File: config.mk
export PLATFORM = sky130hd
export DESIGN_NAME = pmu_irq_combiner
export DESIGN_NICKNAME = d
export VERILOG_FILES = /design/src/rtl/pmu_irq_pkg.sv /design/src/rtl/pmu_class_reduce.sv /design/src/rtl/pmu_mask_reg.sv /design/src/rtl/pmu_irq_flop.sv /design/src/rtl/pmu_read_mux.sv /design/src/rtl/pmu_irq_combiner.sv
export SDC_FILE = /design/constraint.sdc
export NUM_CORES = 1
export LEC_CHECK = 0
export BUFFER_PORTS_ARGS = -buffer_cell sky130_fd_sc_hd__buf_2
export CORE_MARGIN = 2
export CORE_UTILIZATION = 30
export CTS_CLUSTER_DIAMETER = 80
export CTS_CLUSTER_SIZE = 40
export DETAILED_ROUTE_END_ITERATION = 8
export GPL_ROUTABILITY_DRIVEN = 0
export SLEW_MARGIN = 0
export SYNTH_ARGS = -nofsm -noshare
export SYNTH_HDL_FRONTEND = slang
export SYNTH_HIERARCHICAL = 1
export SYNTH_SLANG_ARGS = --single-unit
File: constraint.sdc
create_clock -name clk -period 1.1 [get_ports clk]
set_input_delay 0.11 -clock clk [delete_from_list [all_inputs] [get_ports clk]]
set_output_delay 0.11 -clock clk [all_outputs]
set_load 0.01 [all_outputs]
File: src/rtl/pmu_irq_pkg.sv
package pmu_irq_pkg;
  // Number of monitor classes; bit positions in the status word are fixed.
  localparam int unsigned NUM_CLASS = 4;

  typedef enum int unsigned {
    CLS_MEM_CTRL   = 0,
    CLS_MEM_BRIDGE = 1,
    CLS_L3_CACHE   = 2,
    CLS_IO_BRIDGE  = 3
  } mon_class_e;

  localparam int unsigned DEF_ADDR_W = 12;
  localparam int unsigned DEF_DATA_W = 32;

  localparam logic [DEF_ADDR_W-1:0] ADDR_STATUS = 12'h000;
  localparam logic [DEF_ADDR_W-1:0] ADDR_MASK   = 12'h004;
endpackage

File: src/rtl/pmu_class_reduce.sv
module pmu_class_reduce #(
  parameter int unsigned NUM_CLASS      = 4,
  parameter int unsigned INST_PER_CLASS = 2,
  localparam int unsigned SRC_W         = NUM_CLASS * INST_PER_CLASS
) (
  input  logic [SRC_W-1:0]     src_i,
  output logic [NUM_CLASS-1:0] status_o
);
  // One OR tree per class over its instance slice.
  for (genvar c = 0; c < NUM_CLASS; c++) begin : g_class
    assign status_o[c] = |src_i[c*INST_PER_CLASS +: INST_PER_CLASS];
  end
endmodule

File: src/rtl/pmu_mask_reg.sv
module pmu_mask_reg #(
  parameter int unsigned DATA_W = 32,
  parameter int unsigned ADDR_W = 12,
  parameter logic [ADDR_W-1:0] MASK_ADDR = '0
) (
  input  logic              clk,
  input  logic              rst,
  input  logic              wr_en_i,
  input  logic [ADDR_W-1:0] addr_i,
  input  logic [DATA_W-1:0] wdata_i,
  output logic [DATA_W-1:0] mask_o
);
  logic hit;
  assign hit = wr_en_i && (addr_i == MASK_ADDR);

  always_ff @(posedge clk) begin
    if (rst) begin
      mask_o <= '1;
    end else if (hit) begin
      mask_o <= wdata_i;
    end
  end
endmodule

File: src/rtl/pmu_irq_flop.sv
module pmu_irq_flop #(
  parameter int unsigned NUM_CLASS = 4
) (
  input  logic                 clk,
  input  logic                 rst,
  input  logic [NUM_CLASS-1:0] status_i,
  input  logic [NUM_CLASS-1:0] mask_i,
  output logic                 irq_o
);
  logic pending;
  assign pending = |(status_i & ~mask_i);

  always_ff @(posedge clk) begin
    if (rst) begin
      irq_o <= 1'b0;
    end else begin
      irq_o <= pending;
    end
  end
endmodule

File: src/rtl/pmu_read_mux.sv
module pmu_read_mux #(
  parameter int unsigned DATA_W    = 32,
  parameter int unsigned ADDR_W    = 12,
  parameter int unsigned NUM_CLASS = 4,
  parameter logic [ADDR_W-1:0] STATUS_ADDR = '0,
  parameter logic [ADDR_W-1:0] MASK_ADDR   = '0,
  localparam int unsigned PAD_W    = DATA_W - NUM_CLASS
) (
  input  logic                 clk,
  input  logic                 rst,
  input  logic                 rd_en_i,
  input  logic [ADDR_W-1:0]    addr_i,
  input  logic [NUM_CLASS-1:0] status_i,
  input  logic [DATA_W-1:0]    mask_i,
  output logic [DATA_W-1:0]    rdata_o
);
  logic [DATA_W-1:0] sel;

  always_comb begin
    if (addr_i == STATUS_ADDR) begin
      sel = {{PAD_W{1'b0}}, status_i};
    end else if (addr_i == MASK_ADDR) begin
      sel = mask_i;
    end else begin
      sel = '0;
    end
  end

  always_ff @(posedge clk) begin
    if (rst) begin
      rdata_o <= '0;
    end else if (rd_en_i) begin
      rdata_o <= sel;
    end
  end
endmodule

File: src/rtl/pmu_irq_combiner.sv
module pmu_irq_combiner
  import pmu_irq_pkg::*;
#(
  parameter int unsigned INST_PER_CLASS = 2,
  parameter int unsigned DATA_W         = DEF_DATA_W,
  parameter int unsigned ADDR_W         = DEF_ADDR_W,
  localparam int unsigned SRC_W         = NUM_CLASS * INST_PER_CLASS
) (
  input  logic              clk,
  input  logic              rst,
  input  logic [SRC_W-1:0]  src_req_i,
  input  logic              reg_wr_en_i,
  input  logic              reg_rd_en_i,
  input  logic [ADDR_W-1:0] reg_addr_i,
  input  logic [DATA_W-1:0] reg_wdata_i,
  output logic [DATA_W-1:0] reg_rdata_o,
  output logic              irq_o
);
  localparam logic [ADDR_W-1:0] A_STATUS = ADDR_W'(ADDR_STATUS);
  localparam logic [ADDR_W-1:0] A_MASK   = ADDR_W'(ADDR_MASK);

  logic [NUM_CLASS-1:0] class_status;
  logic [DATA_W-1:0]    mask_q;

  pmu_class_reduce #(
    .NUM_CLASS     (NUM_CLASS),
    .INST_PER_CLASS(INST_PER_CLASS)
  ) u_reduce (
    .src_i   (src_req_i),
    .status_o(class_status)
  );

  pmu_mask_reg #(
    .DATA_W   (DATA_W),
    .ADDR_W   (ADDR_W),
    .MASK_ADDR(A_MASK)
  ) u_mask (
    .clk    (clk),
    .rst    (rst),
    .wr_en_i(reg_wr_en_i),
    .addr_i (reg_addr_i),
    .wdata_i(reg_wdata_i),
    .mask_o (mask_q)
  );

  pmu_irq_flop #(
    .NUM_CLASS(NUM_CLASS)
  ) u_irq (
    .clk     (clk),
    .rst     (rst),
    .status_i(class_status),
    .mask_i  (mask_q[NUM_CLASS-1:0]),
    .irq_o   (irq_o)
  );

  pmu_read_mux #(
    .DATA_W     (DATA_W),
    .ADDR_W     (ADDR_W),
    .NUM_CLASS  (NUM_CLASS),
    .STATUS_ADDR(A_STATUS),
    .MASK_ADDR  (A_MASK)
  ) u_rd (
    .clk     (clk),
    .rst     (rst),
    .rd_en_i (reg_rd_en_i),
    .addr_i  (reg_addr_i),
    .status_i(class_status),
    .mask_i  (mask_q),
    .rdata_o (reg_rdata_o)
  );
endmodule

==> results.sh <==
export IMPL_status="finished, final reports clean"
export IMPL_rows=33
export IMPL_fin_crit_ps=938.9
export IMPL_rsz0062_at_grt="false"
export IMPL_power_internal_mw=3.600
export IMPL_crit_buf_inv=1
export IMPL_finalSetupViolations=0
export IMPL_cts_setup_buffers=0
export IMPL_fin_tns_setup_ps=0
export IMPL_cpMaxStageDelayCell="dfxtp_1"
export IMPL_postCtsResizedCells=0
export IMPL_grt_pass1_vias=2021
export IMPL_htree_levels=3
export IMPL_start_util=0.3116
export IMPL_p_clk_frac=0.433
export IMPL_end_kind="output pin"
export IMPL_clock_latency_ps=340
export IMPL_synth_compound_area_frac=0.1418
export IMPL_ctsHoldBuffers=2
export IMPL_numCtsBuffers=9
export IMPL_p_switching_mw=1.056
export IMPL_yosysSeqAreaShare=0.5031
export IMPL_synth_top_family_by_area="simple AND/OR/NAND/NOR gates"
export IMPL_layout_drive_gt1_share=0.4629
export IMPL_power_density_nw_per_um2=1376
export IMPL_hp_class="in -> reg"
export IMPL_io_buffers=88
export IMPL_wl_mm=5.890
export IMPL_die_y_um=96.85
export IMPL_finish_utilization=0.4078
export IMPL_critPathTopFamily="flip-flops"
export IMPL_p_comb_frac=0.062
export IMPL_dpl_worst_slack_ps=-140.0
export IMPL_placed_cell_area_um2=3161
export IMPL_path_class="reg -> out"
export IMPL_core_area_um2=8299
export IMPL_fin_crit_sh=0.8536
export IMPL_ys_ff_latch=65
export IMPL_cp_data_required_time_ps=990
export IMPL_clock_sinks=65
export IMPL_dr_pass1_iters=4
export IMPL_synth_area_per_cell_um2=10.91
export IMPL_cts_tree="yes"
export IMPL_synthToLayoutAreaGrowth_pct=30.87
export IMPL_syn_nets=293
export IMPL_yosys_area_top_type_share=0.5031
export IMPL_final_cell_mix="buf_2, nor2_1, dfxtp_1"
export IMPL_max_stage_delay_ps=350
export IMPL_slew_headroom=0.8195
export IMPL_wl_per_cell_um=13.33
export IMPL_antenna_cells=0
export IMPL_synth_xor_area_frac=0
export IMPL_path_max_fanout=2
export IMPL_synth_top_area_cell="dfxtp_1"
export IMPL_gr_total_overflow=0
export IMPL_seq_power_share=0.505
export IMPL_synth_simple_area_share=0.1587
export IMPL_vias=2041
export IMPL_final_area_um2=3385
export IMPL_io_pins=89
export IMPL_final_common_cell="buf_2"
export IMPL_arrival_ps=830
export IMPL_avgViaCountPerCell=4.618
export IMPL_finalHoldViolCount=0
export IMPL_clock_path_buffers=2
export IMPL_antenna_found_initial=0
export IMPL_fin_ws_ps=161.1
export IMPL_clockRootBuffer="clkbuf_8"
export IMPL_synthAdderAreaFrac=0
export IMPL_finalMaxSlewViolations=0
export IMPL_die_area_um2=9380
export IMPL_fmax_mhz=1065
export IMPL_grt_max_degree=33
export IMPL_ant_nets=0
export IMPL_grt_pass1_wl_mm=9.673
export IMPL_drc=0
export IMPL_clk_pin_slew_ps=70
export IMPL_cellLeakagePower_nw=1.829
export IMPL_syn_inst=237
export IMPL_die_w_um=96.85
export IMPL_fin_skew_ps=7.479
export IMPL_tightest_slew_ps=268.7
export IMPL_yosys_warnings=6
export IMPL_drv_cap=0
export IMPL_place_hpwl_mm=4.172
export IMPL_gr_usage_all_layers=0.1292
export IMPL_synthMuxAreaShare=0.1413
export IMPL_cp_cell_sequence="buf_2"
export IMPL_syn_area_um2=2586
export IMPL_peakVddDrop_v=0.0006285
export IMPL_p_sw_frac=0.2268
export IMPL_synthTopCellsByArea="dfxtp_1, mux2i_1, a32o_2"
export IMPL_ys_types=21
export IMPL_whs_ps=17.19
export IMPL_start_kind="flop"
export IMPL_drtIter0Drc=44
export IMPL_nets=388
==> layout make-up <==
| type | count | area, µm² |
|---|---|---|
| Fill cell | 845 | 4915 |
| Sequential cell | 65 | 1301 |
| Tap cell | 105 | 131.4 |
| Clock inverter | 6 | 66.31 |
| Multi-Input combinational cell | 152 | 1145 |
| Timing Repair Buffer | 104 | 603.1 |
| Clock buffer | 10 | 137.6 |
==> state kept, by name, summed over array words and instances, names as in the netlist <==
signal and count:
u_mask/mask_o 32, u_rd/rdata_o 32, u_irq/irq_o 1
==> power groups by stage <==
stage	clock, mW	sequential, mW	combinational (mW)
6_report	2.01	2.35	0.290
5_1_grt	2.20	2.35	0.323
4_1_cts	2.09	2.35	0.295
3_5_place_dp	0	2.41	0.288
3_3_place_gp	0	2.41	0.287
2_1_floorplan	0	2.41	0.120
==> per-layer routing <==
layer,GRT usage,part of all wire,vias up
met5,0,0,-
met4,0.03900,0.012,0
met3,0.05491,0.059,7
met2,0.2153,0.49,54
met1,0.1508,0.44,942
li1,-,-,1038
==> worst paths after layout <==
kind | depth (start not counted) | start | to | slack [ps]
min | 3 | reg_wdata_i[18] | u_mask/mask_o[18] | 20
max | 1 | u_rd/rdata_o[20] | reg_rdata_o[20] | 160
min reg2reg | 1 | u_rd/rdata_o[4] | u_rd/rdata_o[4] | 470
max reg2reg | 2 | u_mask/mask_o[3] | u_rd/rdata_o[3] | 220
==> cell usage after synthesis <==
| cell type | count |
|---|---|
| dfxtp_1 | 65 |
| nor3b_1 | 1 |
| a41oi_2 | 1 |
| buf_8 | 3 |
| or2_1 | 4 |
| nor4b_1 | 1 |
| buf_2 | 3 |
| nor4_2 | 1 |
| a32o_2 | 28 |
| nand4_4 | 1 |
| nand2b_1 | 4 |
| nor2_1 | 67 |
| a22o_1 | 4 |
| nor4_4 | 1 |
| clkbuf_1 | 10 |
| and4_1 | 1 |
| mux2i_1 | 32 |
| nor4b_4 | 1 |
| nor3_1 | 1 |
| mux2_2 | 4 |
| buf_6 | 4 |
==> cells by family after synthesis <==
group / after synthesis
muxes: 36
AOI/OAI and AO/OA: 33
DFF: 65
buffers and inverters: 20
and+or+nand+nor: 83
==> stage by stage <==
stage | cells | power [mW]
final | 442 | 4.656
after global routing | 442 | 4.877
after CTS | 442 | 4.735
after detailed placement | 424 | 2.695
after global placement | 424 | 2.693
after floorplan | 237 | 2.526
(Power assumes the default switching activity.)
